<file path="src/rtl/simd_issue_pkg.sv">
package simd_issue_pkg;

   typedef struct packed {
      logic valid;
      logic simd;
      logic empty;
      logic mem;
      logic lock;
      logic opsize;
      logic asize;
      logic seg;
      logic rep;
   } issue_rec_t;

   typedef struct packed {
      logic fault;
      logic issue;
      logic set_empty;
      logic agu_asize;
      logic agu_seg;
   } issue_dec_t;

endpackage

</file>
<file path="src/rtl/simd_prefix_dec.sv">
module simd_prefix_dec
   import simd_issue_pkg::*;
#(
   parameter bit EMPTY_IS_SIMD = 1'b1
) (
   input  issue_rec_t rec_i,
   input  logic       emul_i,
   output issue_dec_t dec_o
);
   logic simd_class;
   logic fault_cause;

   generate
      if (EMPTY_IS_SIMD) begin : g_empty_simd
         assign simd_class = rec_i.simd | rec_i.empty;
      end else begin : g_simd_only
         assign simd_class = rec_i.simd;
      end
   endgenerate

   // Operand-size and repeat prefixes are deliberately not read.
   assign fault_cause = rec_i.lock | emul_i;

   always_comb begin
      dec_o           = '0;
      dec_o.fault     = rec_i.valid & simd_class & fault_cause;
      dec_o.issue     = rec_i.valid & simd_class & ~fault_cause;
      dec_o.set_empty = rec_i.empty;
      dec_o.agu_asize = rec_i.valid & simd_class & ~fault_cause & rec_i.mem & rec_i.asize;
      dec_o.agu_seg   = rec_i.valid & simd_class & ~fault_cause & rec_i.mem & rec_i.seg;
   end

   always_comb begin
      assert_fault_xor_issue_R4: assert (!(dec_o.fault && dec_o.issue));
   end

endmodule

</file>
<file path="src/rtl/simd_tag_word.sv">
module simd_tag_word #(
   parameter int unsigned NUM_SLOTS  = 8,
   parameter int unsigned TAG_BITS   = 2,
   parameter logic [TAG_BITS-1:0] VALID_CODE = '0,
   parameter logic [TAG_BITS-1:0] EMPTY_CODE = '1,
   localparam int unsigned TAG_W = NUM_SLOTS * TAG_BITS
) (
   input  logic             clk,
   input  logic             rst_n,
   input  logic             wr_en_i,
   input  logic             set_empty_i,
   output logic [TAG_W-1:0] tag_o
);

   generate
      if (NUM_SLOTS < 1) begin : g_bad_slots
         $error("simd_tag_word: NUM_SLOTS must be at least 1");
      end
      if (TAG_BITS < 1) begin : g_bad_bits
         $error("simd_tag_word: TAG_BITS must be at least 1");
      end
      if (VALID_CODE == EMPTY_CODE) begin : g_bad_codes
         $error("simd_tag_word: VALID_CODE and EMPTY_CODE must differ");
      end
   endgenerate

   logic [TAG_BITS-1:0] wr_code;
   assign wr_code = set_empty_i ? EMPTY_CODE : VALID_CODE;

   generate
      for (genvar s = 0; s < NUM_SLOTS; s++) begin : g_slot
         logic [TAG_BITS-1:0] slot_q;
         always_ff @(posedge clk or negedge rst_n) begin
            if (!rst_n)       slot_q <= EMPTY_CODE;
            else if (wr_en_i) slot_q <= wr_code;
         end
         assign tag_o[s*TAG_BITS +: TAG_BITS] = slot_q;
      end
   endgenerate

   assert_hold_without_write_R9: assert property (@(posedge clk) disable iff (!rst_n)
      !$past(wr_en_i) |-> $stable(tag_o));

   assert_write_lands_R2: assert property (@(posedge clk) disable iff (!rst_n)
      (wr_en_i && !set_empty_i) |=> (tag_o == {NUM_SLOTS{VALID_CODE}}));

   assert_empty_lands_R3: assert property (@(posedge clk) disable iff (!rst_n)
      (wr_en_i && set_empty_i) |=> (tag_o == {NUM_SLOTS{EMPTY_CODE}}));

endmodule

</file>
<file path="src/rtl/simd_issue_ctl.sv">
module simd_issue_ctl
   import simd_issue_pkg::*;
#(
   parameter int unsigned NUM_SLOTS = 8,
   parameter int unsigned TAG_BITS  = 2,
   parameter bit EMPTY_IS_SIMD      = 1'b1,
   localparam int unsigned TAG_W    = NUM_SLOTS * TAG_BITS
) (
   input  logic             clk,
   input  logic             rst_n,
   input  logic             rec_valid_i,
   input  logic             rec_simd_i,
   input  logic             rec_empty_i,
   input  logic             rec_mem_i,
   input  logic             pfx_lock_i,
   input  logic             pfx_opsize_i,
   input  logic             pfx_asize_i,
   input  logic             pfx_seg_i,
   input  logic             pfx_rep_i,
   input  logic             fp_emul_i,
   output logic [TAG_W-1:0] tag_word_o,
   output logic             fault_o,
   output logic             issue_o,
   output logic             agu_asize_o,
   output logic             agu_seg_o
);

   issue_rec_t rec;
   issue_dec_t dec;

   always_comb begin
      rec        = '0;
      rec.valid  = rec_valid_i;
      rec.simd   = rec_simd_i;
      rec.empty  = rec_empty_i;
      rec.mem    = rec_mem_i;
      rec.lock   = pfx_lock_i;
      rec.opsize = pfx_opsize_i;
      rec.asize  = pfx_asize_i;
      rec.seg    = pfx_seg_i;
      rec.rep    = pfx_rep_i;
   end

   simd_prefix_dec #(
      .EMPTY_IS_SIMD (EMPTY_IS_SIMD)
   ) u_dec (
      .rec_i  (rec),
      .emul_i (fp_emul_i),
      .dec_o  (dec)
   );

   simd_tag_word #(
      .NUM_SLOTS (NUM_SLOTS),
      .TAG_BITS  (TAG_BITS)
   ) u_tag (
      .clk         (clk),
      .rst_n       (rst_n),
      .wr_en_i     (dec.issue),
      .set_empty_i (dec.set_empty),
      .tag_o       (tag_word_o)
   );

   always_ff @(posedge clk or negedge rst_n) begin
      if (!rst_n) begin
         fault_o     <= 1'b0;
         issue_o     <= 1'b0;
         agu_asize_o <= 1'b0;
         agu_seg_o   <= 1'b0;
      end else begin
         fault_o     <= dec.fault;
         issue_o     <= dec.issue;
         agu_asize_o <= dec.agu_asize;
         agu_seg_o   <= dec.agu_seg;
      end
   end

   assert_fault_keeps_tag_R4: assert property (@(posedge clk) disable iff (!rst_n)
      fault_o |-> $stable(tag_word_o));

   assert_single_outcome_R6: assert property (@(posedge clk) disable iff (!rst_n)
      !(fault_o && issue_o));

   assert_agu_needs_issue_R8: assert property (@(posedge clk) disable iff (!rst_n)
      (agu_asize_o || agu_seg_o) |-> issue_o);

   assert_issue_uniform_tag_R2: assert property (@(posedge clk) disable iff (!rst_n)
      issue_o |-> (tag_word_o == '0 || tag_word_o == '1));

   assert_idle_quiet_R10: assert property (@(posedge clk) disable iff (!rst_n)
      !$past(rec_valid_i) |-> (!fault_o && !issue_o && $stable(tag_word_o)));

endmodule

</file>
<file path="config.mk">
export PLATFORM = sky130hd
export DESIGN_NAME = simd_issue_ctl
export DESIGN_NICKNAME = d
export VERILOG_FILES = /design/src/rtl/simd_issue_pkg.sv /design/src/rtl/simd_prefix_dec.sv /design/src/rtl/simd_tag_word.sv /design/src/rtl/simd_issue_ctl.sv
export SDC_FILE = /design/constraint.sdc
export NUM_CORES = 1
export LEC_CHECK = 0
export BUFFER_PORTS_ARGS = -buffer_cell sky130_fd_sc_hd__buf_2
export CAP_MARGIN = 5
export CELL_PAD_IN_SITES_DETAIL_PLACEMENT = 1
export CELL_PAD_IN_SITES_GLOBAL_PLACEMENT = 1
export CORE_MARGIN = 3
export CORE_UTILIZATION = 23
export DETAILED_ROUTE_END_ITERATION = 10
export PLACE_DENSITY = 0.87
export SLEW_MARGIN = 20
export SYNTH_ARGS = -nofsm -noshare
export SYNTH_HDL_FRONTEND = slang
export SYNTH_SLANG_ARGS = --single-unit
</file>
<file path="constraint.sdc">
create_clock -name clk -period 3.2 [get_ports clk]
set_clock_uncertainty 0.15 [all_clocks]
set_input_delay 0.64 -clock clk [delete_from_list [all_inputs] [get_ports clk]]
set_output_delay 0.64 -clock clk [all_outputs]
set_load 0.1 [all_outputs]
</file>
---- Yosys cells after proc, flatten, opt, wreduce, memory -nomap -nowiden ----
Cells that the tools add are included.
W data, S select, Z words.
operators by class
  muxes and demuxes ....................... 1
  bitwise gates (word level) .............. 9
operators with widths
  cell           count
  $and A1 B1 Y1  6
  $mux W2        1
  $or A1 B1 Y1   2
  $not A1 Y1     1
word-level totals
  output and inout port bits .............. 20
  input bits .............................. 12
  bits in registers ....................... 6
  logic and storage cells ................. 15

---- Longest topological paths before layout ----
  depth in word-level cells ............... 5
  gate-level depth with buffers ........... 2
  depth with buffers taken out ............ 2

---- By module ----
From an unflattened synthesis, not the netlist that was laid out.
second synthesis, totals
  cell total of the unflattened synthesis .. 30
  area, all modules ....................... 302.8 um^2
modules (own cells, without submodules)
  module           cells an instance  seq. area each (um^2)  instances  area an instance (um^2)
  simd_tag_word    17                 26.3                   1          153.9
  simd_issue_ctl   4                  100.1                  1          100.1
  simd_prefix_dec  9                  0.0                    1          48.8

---- Least setup slack after synthesis ----
No wires, ideal clock.
  kind .................................... reg-to-output
  start ................................... register, netlist name u_tag.g_slot[7].slot_q[0]
  end ..................................... output tag_word_o[10]
  slack ................................... 1.042 ns
  cell stages (with the launch flop) ...... 2
  arrival time ............................ 1.368 ns
  required time ........................... 2.410 ns
  buffers on the path ..................... 1
  cell sequence ........................... dfstp_2 > buf_4
RTL lines
  element    line                  RTL
  to (decl)  simd_issue_ctl.sv:21  output logic [TAG_W-1:0] tag_word_o,

==> summary.log <==
qor: run_status.outcome finished, final reports clean
qor: timing.max_slew_margin 0.676
qor: detailed_routing.wire_per_inst 9.68 µm
qor: synth.netlist.top_cell.by_area buf_4
qor: finish.layout_common_cells buf_2 (29), dfrtp_1 (4), clkbuf_4 (3), and4_1 (2)
qor: finish.final_common_cell buf_2
qor: die.die_height 42.6 µm
qor: cts.htreeDepth 1
qor: synth.combinational_family_with_the_most_area_after_synthesis buffers and inverters
qor: worst_setup_path.critical_path_class reg -> out
qor: timing.rsz0062_at_grt no
qor: synth.synth_xor_area_frac 0
qor: flow_run.max-cap-violations 0
qor: synth.yosysWarnings 0
qor: timing.hold_viol_final 0
qor: detailed_routing.ant_nets 0
qor: place.gp_congestion 0.634
qor: finish.post_route_cells_drive_above_1_share 0.739
qor: synth.syn-num-nets 40
qor: synth.synth.avg_cell_area 11.0 µm²
qor: timing.drv_slew 0
qor: die.floorplan.io_pins 32
qor: worst_setup_path.worst_path_arrival 1.35 ns
qor: synth.yosys.area.top_type_share 0.366
qor: finish.antenna_cells_inserted 0
qor: die.start_util 0.259
qor: synth.synth_cell_type_count 10
qor: cts.cts_inserted_buffers 3
qor: worst_setup_path.required 2.41 ns
qor: global_routing.wire_length_of_the_first_global_routing_pass 903 µm
qor: detailed_routing.dr.first_iter.drc_count 0
qor: die.core.rowCount 12
qor: worst_setup_path.critical_path.max_stage_delay 0.64 ns
qor: cts.tritoncts yes
qor: synth.yosys.area_share.simple 0.134
qor: finish.area.growth.synth_to_final 24.8%
qor: worst_setup_path.setup.worst_path.end_class primary output
qor: cts.cts.root.buffer_cell clkbuf_4
qor: cts.cts.sink_count 5
qor: timing.setup_total_negative_slack 0 ns
qor: finish.post-route-cell-area 384 µm²
qor: worst_setup_path.cpMaxStageDelayCell dfstp_2
qor: global_routing.grt_usage 0.0736
qor: synth.synth.area.top_cells buf_4 (37%), dfrtp_1 (33%), dfstp_2 (8.5%)
qor: synth.yosys-mux-area-fraction 0
qor: cts.clk_pin_slew 0.04 ns
qor: worst_setup_path.cp_max_fo 17
qor: die.floorplan.die_area 1810 µm²
qor: die.die-width 42.6 µm
qor: min_path.hold_class in -> async
qor: cts.post-cts-setup-buffers 0
qor: synth.post_synth_inst_count 28
qor: worst_setup_path.cp_num_buf_inv 1
qor: place.place_area 358 µm²
qor: timing.finalHoldWorstSlack 0.0546 ns
qor: synth.synth_compound_area_frac 0.0894
qor: worst_setup_path.setup.worst_path.start_class flop
qor: global_routing.maximum_number_of_pins_on_one_net_before_global_route_repair 18
qor: detailed_routing.vias_per_cell 3.87
qor: timing.transition_time_at_the_pin_with_the_least_slew_margin 0.489 ns
qor: detailed_routing.drc 0
qor: cts.clk_latency 0.23 ns
qor: worst_setup_path.series_of_cell_instances_along_the_critical_path buf_2
qor: detailed_routing.drt_first_pass_iters 1
qor: detailed_routing.vias_after_detailed_routing 232
qor: cts.cts.hold.buffers_added 0
qor: cts.clock_path_buffers 2
qor: global_routing.grt_remaining_overflow 0
qor: finish.design.final.nets 59
qor: place.placement.io_buffers 29
qor: synth.synthAdderAreaFrac 0
qor: timing.tcrit_tclk_final 0.669
qor: worst_setup_path.cp_top_family flip-flops
qor: timing.fmax 467 MHz
qor: timing.endpoints_failing_setup 0
qor: cts.cts_repair_resize_count 0
qor: timing.timing.final.crit_period 2.14 ns
qor: global_routing.grt_antenna_before_repair 0
qor: synth.synth.cell_area 308 µm²
qor: synth.postSynthRegisterBits 5
qor: global_routing.via_count_of_the_first_global_routing_pass 219
qor: synth.synth.yosys.seq_area_share 0.411
qor: die.core_area 1190 µm²
qor: detailed_routing.detail_route.wirelength 581 µm
## area by class of cell
type,instances,area [µm²]
multi-input combinational,8,68.8
tap,14,17.5
clock buffer,4,26.3
fill,152,802
timing repair buffer,29,145
sequential,5,126
## state kept, by name, summed over array words and instances, names as in the netlist
register             cells
u_tag.g_slot.slot_q      1
fault_o                  1
issue_o                  1
agu_seg_o                1
agu_asize_o              1
## cells by family after synthesis
| family | after synthesis |
|---|---|
| compound gates | 3 |
| buf+inv | 15 |
| flops | 5 |
| simple gates | 5 |
## cell usage after synthesis
library cell and n:
a32o_1 1, and4_1 2, buf_4 15, dfrtp_1 4, dfstp_2 1, nand4bb_1 1
nor2_2 1, nor2b_1 1, o211a_1 1, o21a_1 1
## final timing paths
check / from / end / slack, ns / cells after the start
max: u_tag.g_slot[7].slot_q[0] / tag_word_o[12] / 1.06 / 1
min: rst_n / fault_o / 0.05 / 1
max reg2reg: u_tag.g_slot[7].slot_q[0] / u_tag.g_slot[7].slot_q[0] / 2.18 / 1
min reg2reg: u_tag.g_slot[7].slot_q[0] / u_tag.g_slot[7].slot_q[0] / 0.52 / 1
max in group asynchronous: rst_n / u_tag.g_slot[7].slot_q[0] / 2.64 / 1
min in group clk: u_tag.g_slot[7].slot_q[0] / u_tag.g_slot[7].slot_q[0] / 0.52 / 1
## per-stage QoR
stage | utilization | std cells | setup slack [ns]
final | 0.324 | 60 | 1.06
after global routing | 0.324 | 60 | 0.969
after CTS | 0.324 | 60 | 1.03
after detailed placement | 0.302 | 56 | 1.29
after global placement | 0.302 | 56 | 1.32
after floorplan | - | 28 | 1.04
## layer usage
metal	vias up	wire, µm	track usage
met5	-	0	0
met4	0	0	0.112
met3	0	117	0.0343
met2	25	226	0.0881
met1	91	237	0.0746
li1	116	-	-
Power is left out: the tool's default activity adds up to more than one toggle a clock period on the data nets, which glitch-free logic cannot reach.
